## src/rtl/cw_pkg.sv

```systemverilog
package cw_pkg;
  localparam int DIGIT_W = 4;
  typedef logic [DIGIT_W-1:0] digit_t;

  // Genome: coordinate -> counting modulus; zero means idle spare.
  function automatic digit_t genome_mod(input int unsigned coord, input int unsigned nfunc);
    if (coord >= nfunc) return digit_t'(0);
    return coord[0] ? digit_t'(6) : digit_t'(10);
  endfunction
endpackage

```

## src/rtl/cw_retire.sv

```systemverilog
module cw_retire #(
  parameter int N  = 6,
  parameter int KW = 3
) (
  input  logic         clk,
  input  logic         rst_n,
  input  logic [N-1:0] mask,
  output logic [N-1:0] dead_q,
  output logic [N-1:0] pick,
  output logic         repair_go,
  output logic [KW-1:0] ndead_q
);
  logic [N-1:0] pending;

  always_comb begin
    pending   = mask & ~dead_q;
    pick      = pending & (~pending + N'(1));
    repair_go = |pending;
  end

  always_ff @(posedge clk or negedge rst_n) begin
    if (!rst_n) begin
      dead_q  <= '0;
      ndead_q <= '0;
    end else if (repair_go) begin
      dead_q  <= dead_q | pick;
      ndead_q <= ndead_q + 1'b1;
    end
  end

  assert_retire_sticky_R6: assert property (@(posedge clk) disable iff (!rst_n)
    rst_n |=> ((dead_q & $past(dead_q)) == $past(dead_q)));

  assert_one_retire_per_cycle_R5: assert property (@(posedge clk) disable iff (!rst_n)
    rst_n |=> ($countones(dead_q ^ $past(dead_q)) <= 1));

  assert_lowest_pending_first_R5: assert property (@(posedge clk) disable iff (!rst_n)
    repair_go |=> ((dead_q & ~$past(dead_q)) == ($past(dead_q | mask) & ~$past(dead_q)
                   & ~(($past(dead_q | mask) & ~$past(dead_q)) - N'(1)))));

  assert_count_tracks_retired_R8: assert property (@(posedge clk) disable iff (!rst_n)
    rst_n |-> ($countones(dead_q) == int'(ndead_q)));
endmodule

```

## src/rtl/cw_coord.sv

```systemverilog
module cw_coord #(
  parameter int N  = 6,
  parameter int CW = 3
) (
  input  logic [N-1:0]    dead,
  output logic [N*CW-1:0] coord_flat
);
  logic [CW-1:0] run;

  always_comb begin
    run = '0;
    for (int i = 0; i < N; i++) begin
      coord_flat[i*CW +: CW] = run;
      if (!dead[i]) run = run + 1'b1;
    end
  end
endmodule

```

## src/rtl/cw_cell.sv

```systemverilog
module cw_cell
  import cw_pkg::*;
#(
  parameter int CW = 3,
  parameter int NF = 4
) (
  input  logic          clk,
  input  logic          rst_n,
  input  logic [CW-1:0] coord,
  input  logic          dead,
  input  logic          shift_en,
  input  digit_t        bus_in,
  input  logic          carry_in,
  output digit_t        bus_out,
  output logic          carry_out,
  output digit_t        digit_q
);
  digit_t modv;
  logic   active, at_top;

  always_comb begin
    modv      = genome_mod(32'(coord), NF);
    active    = !dead && (modv != '0);
    at_top    = (digit_q == modv - 1'b1);
    carry_out = dead ? carry_in : (active && carry_in && at_top);
    bus_out   = dead ? bus_in : digit_q;
  end

  always_ff @(posedge clk or negedge rst_n) begin
    if (!rst_n)                  digit_q <= '0;
    else if (shift_en && !dead)  digit_q <= bus_in;
    else if (active && carry_in) digit_q <= at_top ? '0 : digit_q + 1'b1;
  end

  assert_digit_in_range_R9: assert property (@(posedge clk) disable iff (!rst_n)
    active |-> (digit_q < modv));
endmodule

```

## src/rtl/cellwatch.sv

```systemverilog
module cellwatch
  import cw_pkg::*;
#(
  parameter int NUM_FUNC  = 4,
  parameter int NUM_SPARE = 2,
  localparam int NCELLS   = NUM_FUNC + NUM_SPARE
) (
  input  logic                        clk,
  input  logic                        rst_n,
  input  logic                        tick,
  input  logic [NCELLS-1:0]           fault_mask,
  output logic [NUM_FUNC*DIGIT_W-1:0] digits,
  output logic                        spares_out
);
  localparam int CW = $clog2(NCELLS + 1);

  logic [NCELLS-1:0]    dead_q, pick, below;
  logic                 repair_go;
  logic [CW-1:0]        ndead_q;
  logic [NCELLS*CW-1:0] coord_flat;
  digit_t               bus   [NCELLS+1];
  logic [NCELLS:0]      carry;
  digit_t               cell_digit [NCELLS];
  logic                 tick_pend_q, tick_go;
  logic                 unused_bus_tail;

  cw_retire #(.N(NCELLS), .KW(CW)) u_retire (
    .clk(clk), .rst_n(rst_n), .mask(fault_mask), .dead_q(dead_q),
    .pick(pick), .repair_go(repair_go), .ndead_q(ndead_q)
  );

  cw_coord #(.N(NCELLS), .CW(CW)) u_coord (.dead(dead_q), .coord_flat(coord_flat));

  // Deferred tick: a repair cycle owns the array, the tick waits one cycle.
  always_comb tick_go = (tick | tick_pend_q) & ~repair_go;

  always_ff @(posedge clk or negedge rst_n) begin
    if (!rst_n) tick_pend_q <= 1'b0;
    else        tick_pend_q <= (tick | tick_pend_q) & repair_go;
  end

  // Cells right of the cell being retired shift their function rightward.
  always_comb begin
    below[0] = 1'b0;
    for (int i = 1; i < NCELLS; i++) below[i] = below[i-1] | pick[i-1];
  end

  assign bus[0]   = '0;
  assign carry[0] = tick_go;

  for (genvar i = 0; i < NCELLS; i++) begin : g_cell
    cw_cell #(.CW(CW), .NF(NUM_FUNC)) u_cell (
      .clk(clk), .rst_n(rst_n),
      .coord(coord_flat[i*CW +: CW]), .dead(dead_q[i]), .shift_en(below[i]),
      .bus_in(bus[i]), .carry_in(carry[i]),
      .bus_out(bus[i+1]), .carry_out(carry[i+1]), .digit_q(cell_digit[i])
    );
  end

  assign unused_bus_tail = ^bus[NCELLS];

  always_comb begin
    digits = '0;
    for (int k = 0; k < NUM_FUNC; k++)
      for (int i = 0; i < NCELLS; i++)
        if (!dead_q[i] && coord_flat[i*CW +: CW] == CW'(k))
          digits[k*DIGIT_W +: DIGIT_W] = cell_digit[i];
  end

  assign spares_out = int'(ndead_q) > NUM_SPARE;

  assert_units_advance_R2: assert property (@(posedge clk) disable iff (!rst_n)
    (tick_go && !spares_out) |=> (digits[DIGIT_W-1:0] ==
      (($past(digits[DIGIT_W-1:0]) == digit_t'(9)) ? '0 : $past(digits[DIGIT_W-1:0]) + 1'b1)));

  assert_wrap_to_zero_R2: assert property (@(posedge clk) disable iff (!rst_n)
    carry[NCELLS] |=> (digits == '0));

  assert_repair_keeps_count_R4: assert property (@(posedge clk) disable iff (!rst_n)
    (repair_go && (int'(ndead_q) < NUM_SPARE)) |=> $stable(digits));

  assert_tick_deferred_R7: assert property (@(posedge clk) disable iff (!rst_n)
    (tick && repair_go) |=> tick_pend_q);

  assert_flag_sticky_R8: assert property (@(posedge clk) disable iff (!rst_n)
    spares_out |=> spares_out);
endmodule

```

## config.mk

```make
export PLATFORM = sky130hd
export DESIGN_NAME = cellwatch
export DESIGN_NICKNAME = d
export VERILOG_FILES = /design/src/rtl/cw_pkg.sv /design/src/rtl/cw_retire.sv /design/src/rtl/cw_coord.sv /design/src/rtl/cw_cell.sv /design/src/rtl/cellwatch.sv
export SDC_FILE = /design/constraint.sdc
export NUM_CORES = 1
export LEC_CHECK = 0
export BUFFER_PORTS_ARGS = -buffer_cell sky130_fd_sc_hd__buf_4
export CORE_MARGIN = 10
export CORE_UTILIZATION = 24
export DETAILED_ROUTE_END_ITERATION = 12
export GPL_ROUTABILITY_DRIVEN = 0
export PLACE_DENSITY = 0.44
export REMOVE_ABC_BUFFERS = 1
export SETUP_SLACK_MARGIN = 0.05
export SKIP_LAST_GASP = 1
export SYNTH_ARGS = -nofsm -noshare
export SYNTH_HDL_FRONTEND = slang
export SYNTH_HIERARCHICAL = 1
export SYNTH_SLANG_ARGS = --single-unit
export TNS_END_PERCENT = 1
```

## constraint.sdc

```tcl
create_clock -name clk -period 9 [get_ports clk]
set_clock_uncertainty 0.1 [all_clocks]
set_input_delay 0.9 -clock clk [delete_from_list [all_inputs] [get_ports clk]]
set_output_delay 0.9 -clock clk [all_outputs]
set_load 0.01 [all_outputs]
```

Word-level counts from Yosys, hierarchy flattened
Cells that the tools add are included.
{"block": "op_classes", "add_sub_neg": 17, "magnitude_cmp": 6, "n_eq_ne": 21, "n_mux": 71, "bitwise": 13, "n_reduce_logical": 63}
{"cell": "2-to-1 mux 4 bit", "n": 56}
{"cell": "logical AND 1 bit", "n": 41}
{"cell": "equality test 3 x 2 -> 1 bit, second input constant", "n": 10}
{"cell": "adder 4 x 1 -> 4 bit, second input constant", "n": 6}
{"cell": "equality test 4 bit", "n": 5}
{"cell": "nonzero test 4 bit", "n": 5}
{"cell": "subtractor 4 x 1 -> 4 bit, second input constant", "n": 5}
{"cell": "equality test 3 x 1 -> 1 bit, second input constant", "n": 5}
{"cell": "logical NOT 3 bit", "n": 5}
{"cell": "adder 3 x 1 -> 3 bit, second input constant", "n": 4}
{"cell": "bitwise AND 6 bit", "n": 2}
{"cell": "greater-or-equal comparator 3 bit, second input constant", "n": 4}
{"cell": "2-to-1 mux 3 bit", "n": 4}
{"cell": "inverter 6 bit", "n": 2}
{"cell": "2-to-1 mux 1 bit", "n": 11}
{"cell": "nonzero test 2 bit", "n": 5}
{"cell": "adder 6 x 1 -> 6 bit, second input constant", "n": 1}
{"cell": "logical NOT 1 bit", "n": 6}
{"cell": "OR 6 bit", "n": 1}
{"cell": "OR reduction 6 bit", "n": 1}
{"cell": "OR 1 bit", "n": 5}
{"cell": "equality test 4 bit, second input constant", "n": 1}
{"cell": "greater-or-equal comparator 1 x 3 -> 1 bit, second input constant", "n": 1}
{"cell": "greater-than comparator 3 x 2 -> 1 bit, second input constant", "n": 1}
{"cell": "3 further kinds", "n": 4}
{"block": "word_totals", "register_bits": 34, "input_bits": 9, "output_inout_bits": 17}

Logic depth before layout (Yosys ltp)
Gate-level depths: netlist of run 1.
{"block": "depth", "ltp_word": 23, "depth_mapped": 14, "depth_no_buf": 14}

Cells and area by module
Netlist of run 1, hierarchy kept.
{"mod": "cw_cell", "n_inst": 6, "cells_each": 35, "area_per_inst_um2": 332.8}
{"mod": "cellwatch", "n_inst": 1, "cells_each": 148, "area_per_inst_um2": 1102.3}
{"mod": "cw_retire", "n_inst": 1, "cells_each": 38, "area_per_inst_um2": 459.2}
{"mod": "cw_coord", "n_inst": 1, "cells_each": 30, "area_per_inst_um2": 245.2}

Worst setup path after synthesis of run 1
No wires, ideal clock.
{"block": "synth_path", "path_kind": "reg-to-output", "from": "register u_retire.dead_q[0]", "to": "output port digits[12]", "arrival_time_ns": 3.644, "required_ns": 8.000, "setup_slack_ns": 4.356, "stages_incl_launch_ff": 14, "n_path_buf": 0, "path_cell_list": "dfrtp_1 inv_1 ha_1 xnor2_2 ha_1 nand2b_1 nand2_1 ha_1 nand2b_1 xnor2_1 and4bb_2 a31oi_1 o221ai_1 o22ai_1"}
{"block": "synth_between", "elab_chain_len": 12}
{"item": "start: declaration", "line_no": "cw_retire.sv:8", "text": "output logic [N-1:0] dead_q,"}
{"item": "start signal: assignment", "line_no": "cw_retire.sv:26", "text": "dead_q <= dead_q | pick;"}
{"item": "2-to-1 mux 1 bit *", "line_no": "cw_coord.sv:14", "text": "if (!dead[i]) run = run + 1'b1;"}
{"item": "via coord_flat[3]", "line_no": "cellwatch.sv:20", "text": "logic [NCELLS*CW-1:0] coord_flat;"}
{"item": "adder 1 x 1 -> 2 bit", "line_no": "cw_coord.sv:14"}
{"item": "2-to-1 mux 3 bit *", "line_no": "cw_coord.sv:14"}
{"item": "via coord_flat[6]", "line_no": "cellwatch.sv:20"}
{"item": "adder 3 x 1 -> 3 bit", "line_no": "cw_coord.sv:14"}
{"item": "2-to-1 mux 3 bit *", "line_no": "cw_coord.sv:14"}
{"item": "via coord_flat[9]", "line_no": "cellwatch.sv:20"}
{"item": "adder 3 x 1 -> 3 bit *", "line_no": "cw_coord.sv:14"}
{"item": "2-to-1 mux 3 bit *", "line_no": "cw_coord.sv:14"}
{"item": "via coord_flat[13]", "line_no": "cellwatch.sv:20"}
{"item": "adder 3 x 1 -> 3 bit *", "line_no": "cw_coord.sv:14"}
{"item": "2-to-1 mux 3 bit *", "line_no": "cw_coord.sv:14"}
{"item": "via coord_flat[17]", "line_no": "cellwatch.sv:20"}
{"item": "equality test 3 x 2 -> 1 bit *", "line_no": "cellwatch.sv:66", "text": "if (!dead_q[i] && coord_flat[i*CW +: CW] == CW'(k))"}
{"item": "logical AND 1 bit *", "line_no": "cellwatch.sv:66"}
{"item": "2-to-1 mux 4 bit *", "line_no": "cellwatch.sv:66"}
{"item": "end: declaration", "line_no": "cellwatch.sv:12", "text": "output logic [NUM_FUNC*DIGIT_W-1:0] digits,"}
Mark *: on every way through the listed nets, which the timed path passes. The rest lies on a longest branch.

Final worst setup path of run 1
{"block": "layout_path", "from": "register u_retire.dead_q[0]", "to": "output port digits[8]"}
{"block": "layout_between", "elab_chain_len": 12}
{"item": "2-to-1 mux 1 bit *", "line_no": "cw_coord.sv:14"}
{"item": "via coord_flat[3]", "line_no": "cellwatch.sv:20"}
{"item": "adder 1 x 1 -> 2 bit", "line_no": "cw_coord.sv:14"}
{"item": "2-to-1 mux 3 bit *", "line_no": "cw_coord.sv:14"}
{"item": "via coord_flat[6]", "line_no": "cellwatch.sv:20"}
{"item": "adder 3 x 1 -> 3 bit", "line_no": "cw_coord.sv:14"}
{"item": "2-to-1 mux 3 bit *", "line_no": "cw_coord.sv:14"}
{"item": "via coord_flat[9]", "line_no": "cellwatch.sv:20"}
{"item": "adder 3 x 1 -> 3 bit *", "line_no": "cw_coord.sv:14"}
{"item": "2-to-1 mux 3 bit *", "line_no": "cw_coord.sv:14"}
{"item": "via coord_flat[13]", "line_no": "cellwatch.sv:20"}
{"item": "adder 3 x 1 -> 3 bit", "line_no": "cw_coord.sv:14"}
{"item": "2-to-1 mux 3 bit *", "line_no": "cw_coord.sv:14"}
{"item": "via coord_flat[16]", "line_no": "cellwatch.sv:20"}
{"item": "equality test 3 x 2 -> 1 bit *", "line_no": "cellwatch.sv:66"}
{"item": "logical AND 1 bit *", "line_no": "cellwatch.sv:66"}
{"item": "2-to-1 mux 4 bit *", "line_no": "cellwatch.sv:66"}
Marks and branches as above.

==> results of run 1 <==
[layout by cell type, fill, tap and decap left out, types with 8 or more instances in the layout]
cell,n
dfrtp_1,34
o21ai_0,11
nand3b_1,10
nor2b_1,14
nand2_1,20
or3_1,8
mux2_2,15
nor2_1,35
ha_1,11
buf_4,25
o22ai_1,16
nand2b_1,9
o32ai_1,8
inv_1,16
a221oi_1,32
conb_1,18
o221ai_1,8
xnor2_1,9
nand3_1,10
a22oi_1,18
o21ai_1,19
[worst paths after layout]
path / from / endpoint / depth (start not counted)
worst max-delay path: u_retire/dead_q[0] / digits[8] / 14
worst min-delay path: u_retire/ndead_q[2] / u_retire/ndead_q[2] / 1
worst max register to register: u_retire/dead_q[0] / g_cell[5].u_cell/digit_q[2] / 10
worst min register to register: u_retire/ndead_q[2] / u_retire/ndead_q[2] / 1
max in group asynchronous: rst_n / g_cell[2].u_cell/digit_q[0] / 1
min in group asynchronous: rst_n / g_cell[0].u_cell/digit_q[1] / 1
[through the flow]
stage | utilization, % | instances | power (uW) | worst slack, ps | hold WS (ps)
global route | 28.4 | 663 | 848 | 2620 | 417
finish | 28.4 | 663 | 791 | 2960 | 389
global placement | 27.4 | 655 | 609 | 3600 | 369
floorplan | - | 419 | 496 | 4170 | 348
CTS | 28.4 | 663 | 796 | 3040 | 399
detailed placement | 27.4 | 655 | 611 | 3380 | 383
[flip-flops by register name, indices dropped and copies added, names as in the netlist]
register	cells
u_retire/dead_q	6
u_retire/ndead_q	3
tick_pend_q	1
g_cell.u_cell/digit_q	24
[per-layer routing]
metal	global-route usage (%)	vias to the layer above	wire length (um)
li1	-	1701	-
met4	5.11	0	410
met5	0	-	0
met2	15.6	160	5110
met3	2.20	33	785
met1	15.7	1751	5930
[final cells by class]
| class | instances | area, um^2 | share of cell area, % |
|---|---|---|---|
| Inverter | 16 | 60.1 | 1.39 |
| Tap cell | 211 | 264 | 6.10 |
| Clock inverter | 1 | 5.00 | 0.116 |
| Clock buffer | 7 | 143 | 3.30 |
| Multi-Input combinational cell | 369 | 2820 | 65.1 |
| Sequential cell | 34 | 851 | 19.7 |
| Timing Repair Buffer | 25 | 188 | 4.34 |
[power groups by stage]
stage	clock [uW]	combinational [uW]	sequential, uW
after floorplan	0	203	293
after global placement	0	248	362
after detailed placement	0	251	361
after CTS	186	253	357
after global routing	189	286	372
final	178	253	360
[worst reg2reg max path, stage by stage (launching register included)]
cell     delay (ps)
dfrtp_1         720
inv_1           260
ha_1            490
xnor2_2         290
ha_1            280
and2b_4         170
xnor2_2         560
xnor2_1         400
or3b_2          560
or3_1           360
o21ai_1         140
==> results.sh, run 1 <==
export IMPL_gr_total_overflow=0
export IMPL_critPathCaptureType="output port"
export IMPL_period_share_pct=67.1
export IMPL_hpwl_um=9250
export IMPL_fin_tns_setup_ps=0
export IMPL_maxCapViolCount=0
export IMPL_clkTransAtPathRegs_ps=60
export IMPL_drtIter0Drc=381
export IMPL_grt_pass1_vias=3341
export IMPL_place_area_mm2=0.00418
export IMPL_cts_tree="done"
export IMPL_start_util_pct=24.6
export IMPL_clkPwrFrac_pct=22.5
export IMPL_p_int_uw=438
export IMPL_fin_area_mm2=0.00433
export IMPL_layout_min_cycle_time_ps=6040
export IMPL_hp_class="flip-flop to flip-flop"
export IMPL_antenna_found_initial=0
export IMPL_path_cells="inv_1 > ha_1 > xnor2_2 > ha_1 > nand2b_1 > nand2_1 > ha_1 > nor2_1 > a31oi_1 > nor4b_1 > nor2_1 > o221ai_1 > o22ai_1 > buf_4"
export IMPL_status="completed"
export IMPL_maxSlewViolCount=0
export IMPL_cts_resized=0
export IMPL_cpMostUsedCell="ha_1"
export IMPL_dieHeight_um=145
export IMPL_syn_inst=418
export IMPL_grt_pass1_wl_um=19100
export IMPL_syn_to_final_growth_pct=15.5
export IMPL_nNetsFinal=471
export IMPL_core_mm2=0.0153
export IMPL_power_frac_seq_pct=45.5
export IMPL_fillers=1626
export IMPL_vias_per_cell=5.50
export IMPL_crit_arrival_ps=5040
export IMPL_cts_sinks=34
export IMPL_antenna_cells=0
export IMPL_cp_required_ps=8000
export IMPL_ctsHoldBuffers=0
export IMPL_die_x_um=145
export IMPL_cts_made_buffers=5
export IMPL_syn_cell_area_mm2=0.00375
export IMPL_clock_latency_ps=280
export IMPL_ys_warn_count=6
export IMPL_vdd_drop_max_mv=0.0630
export IMPL_wl_per_cell_um=18.5
export IMPL_io_pins=26
export IMPL_rrSetupSlack_ps=4580
export IMPL_routed_wl_um=12200
export IMPL_p_switching_uw=353
export IMPL_slew_limit_headroom_pct=45.6
export IMPL_die_area_mm2=0.0210
export IMPL_path_max_fanout=18
export IMPL_via_count=3645
export IMPL_start_kind="flip-flop"
export IMPL_max_stage_delay_ps=720
export IMPL_crit_family="simple AND/OR/NAND/NOR gates"
export IMPL_htreeDepth=2
export IMPL_clk_path_buf_depth=2
export IMPL_switching_share_pct=44.6
export IMPL_worst_path_buf_inv=2
export IMPL_path_class="flip-flop to output port"
export IMPL_tightest_slew_ps=816
export IMPL_leakage_uw=0.00168
export IMPL_grt_util_all_layers_pct=11.1
export IMPL_combinationalPowerShare_pct=31.9
export IMPL_rsz0062_at_grt="false"
export IMPL_cts_root_buffer="clkbuf_16"
export IMPL_cts_setup_buffers=0
export IMPL_finalHoldViolations=0
export IMPL_grt_max_degree=35
export IMPL_setup_violations=0
export IMPL_portBuffers=25
export IMPL_cp_slowest_cell="dfrtp_1"
export IMPL_antenna_left=0
export IMPL_drive_gt1_share_pct=21.9
export IMPL_fmax_mhz=166
export IMPL_remaining_drc_errors=0
export IMPL_postSynthAreaPerCell_um2=8.96
export IMPL_p_per_area_mw_per_mm2=183
export IMPL_num_rows=45
export IMPL_drt_pass1_iter_count=6
No activity file was read; power rests on OpenSTA's default activity.
==> run 2, diff against run 1 <==
- ABC_AREA: default -> 1
- PLACE_DENSITY: 0.44 -> 0.43
- clock period: 9 -> 5.7 ns (I/O delays scaled with it)
==> results.sh, run 2 <==
export IMPL_nNetsFinal=873
export IMPL_worst_slack_ps=1140
export IMPL_cp_required_ps=5030
export IMPL_path_max_fanout=18
export IMPL_core_mm2=0.0188
export IMPL_portBuffers=25
export IMPL_syn_to_final_growth_pct=12.6
export IMPL_ctsHoldBuffers=0
export IMPL_preCtsSetupSlack_ps=1450
export IMPL_final_common_cell="nand2_1"
export IMPL_postSynthAreaPerCell_um2=5.60
export IMPL_grt_pass1_vias=4426
export IMPL_num_rows=50
export IMPL_hp_class="input pin to asynchronous set/reset pin"
export IMPL_clock_latency_ps=290
export IMPL_top_regs="g_cell.u_cell/digit_q x24, u_retire/dead_q x6, u_retire/ndead_q x3"
export IMPL_vdd_drop_max_mv=0.0929
export IMPL_die_area_mm2=0.0250
export IMPL_finalPower_uw=622
export IMPL_start_kind="flip-flop"
export IMPL_setup_violations=0
export IMPL_cts_sinks=34
export IMPL_clkTransAtPathRegs_ps=60
export IMPL_drive_gt1_share_pct=16.0
export IMPL_rsz0062_at_grt="false"
export IMPL_drtIter0Drc=340
export IMPL_timing_rr_start="u_retire/dead_q[2]"
export IMPL_layout_min_cycle_time_ps=4560
export IMPL_die_x_um=158
export IMPL_fin_tns_setup_ps=0
export IMPL_period_share_pct=80.0
export IMPL_io_pins=26
export IMPL_htreeDepth=2
export IMPL_fillers=2178
export IMPL_maxSlewViolCount=0
export IMPL_crit_arrival_ps=3890
export IMPL_syn_cell_area_mm2=0.00458
export IMPL_layout_common_cells="nand2_1, inv_1, nor2_1"
export IMPL_ys_warn_count=6
export IMPL_clk_path_buf_depth=2
export IMPL_grt_max_degree=35
export IMPL_grt_util_all_layers_pct=11.4
export IMPL_syn_inst=818
export IMPL_timing_hold_ws_ps=155
export IMPL_gr_total_overflow=0
export IMPL_maxCapViolCount=0
export IMPL_cts_tree="done"
export IMPL_drt_pass1_iter_count=4
export IMPL_grt_pass1_wl_um=22900
export IMPL_hpwl_um=11000
export IMPL_dieHeight_um=158
export IMPL_final_core_utilization_pct=27.5
export IMPL_start_util_pct=24.4
export IMPL_path_class="flip-flop to output port"
export IMPL_antenna_found_initial=0
export IMPL_worst_r2r_endpoint="g_cell[5].u_cell/digit_q[3]"
export IMPL_cts_setup_buffers=0
export IMPL_routed_wl_um=13800
export IMPL_status="completed"
export IMPL_fmax_mhz=219
export IMPL_p_per_area_mw_per_mm2=121
export IMPL_critPathCaptureType="output port"
export IMPL_antenna_left=0
export IMPL_regMostFlops="g_cell.u_cell/digit_q"
export IMPL_remaining_drc_errors=0
export IMPL_r2r_cells=32
export IMPL_cts_root_buffer="clkbuf_16"
export IMPL_antenna_cells=0
export IMPL_tightest_slew_ps=674
export IMPL_rrSetupSlack_ps=1580
export IMPL_vias_per_cell=4.32
export IMPL_largest_reg_flops=24
export IMPL_via_count=4704
export IMPL_leakage_uw=0.00285
export IMPL_slew_limit_headroom_pct=55.1
export IMPL_cts_made_buffers=5
export IMPL_cts_resized=0
export IMPL_wl_per_cell_um=12.7
export IMPL_finalHoldViolations=0
[run 2: cell types whose count changed in the layout (fill, tap and decap cells not counted), moves of 26 or more]
cell / previous run / this run
o21ai_0: 11 / 74
nand2_1: 20 / 245
a221oi_1: 32 / 0
inv_1: 16 / 143
nand2_2: 0 / 29
nand3_1: 10 / 50
nor2_1: 35 / 98
nor2_2: 2 / 28
[run 2: how the worst max path moves through the flow]
stage	from	to
floorplan	u_retire/dead_q[0]	digits[2]
finish	u_retire/dead_q[0]	digits[0]
detailed placement	u_retire/dead_q[0]	digits[0]
global placement	u_retire/dead_q[0]	digits[15]
CTS	u_retire/dead_q[0]	digits[0]
global route	u_retire/dead_q[0]	digits[1]
[run 2: area by class of cell]
class	count	area, um^2	area share (%)
multi-input cells	627	3080	59.6
flip-flops and latches	34	851	16.5
inverters	159	597	11.6
well taps	234	293	5.68
repair buffers	26	195	3.78
clock buffers	7	143	2.76
clock inverters	1	5.00	0.0970
[run 2: critical path, stage by stage (launching register included)]
cell,delay [ps]
dfrtp_1,720
inv_1,200
ha_1,440
inv_1,80
nand2_2,70
nand2_2,90
ha_1,290
or2_2,280
o21a_1,140
ha_1,180
nand2_1,80
inv_1,50
nand2_1,50
nand2_1,50
inv_1,180
nor2_1,90
nand2_1,150
o21ai_0,110
o21bai_1,180
nand2_1,60
buf_4,110
[run 2: routing by layer]
layer	share of wire (%)	routed length (um)	vias to the layer above	track usage [%]
li1	-	-	2551	-
met1	53	7230	2071	16.6
met2	42	5740	71	16.8
met3	4.2	573	11	1.93
met4	1.6	221	0	3.04
met5	0	0	-	0
[run 2: per-stage QoR]
stage               std cells  instance area (um^2)
floorplan                 820                  4520
global placement         1080                  5010
detailed placement       1080                  5010
CTS                      1088                  5160
global route             1088                  5160
finish                   1088                  5160
[run 2: report_power, final]
group / total [uW] / leakage, uW / switching (uW) / internal (uW)
Clock: 291 / 0.0000739 / 117 / 174
Sequential: 263 / 0.000355 / 15.8 / 247
Combinational: 67.8 / 0.00242 / 44.6 / 23.2
Total: 622 / 0.00285 / 178 / 444
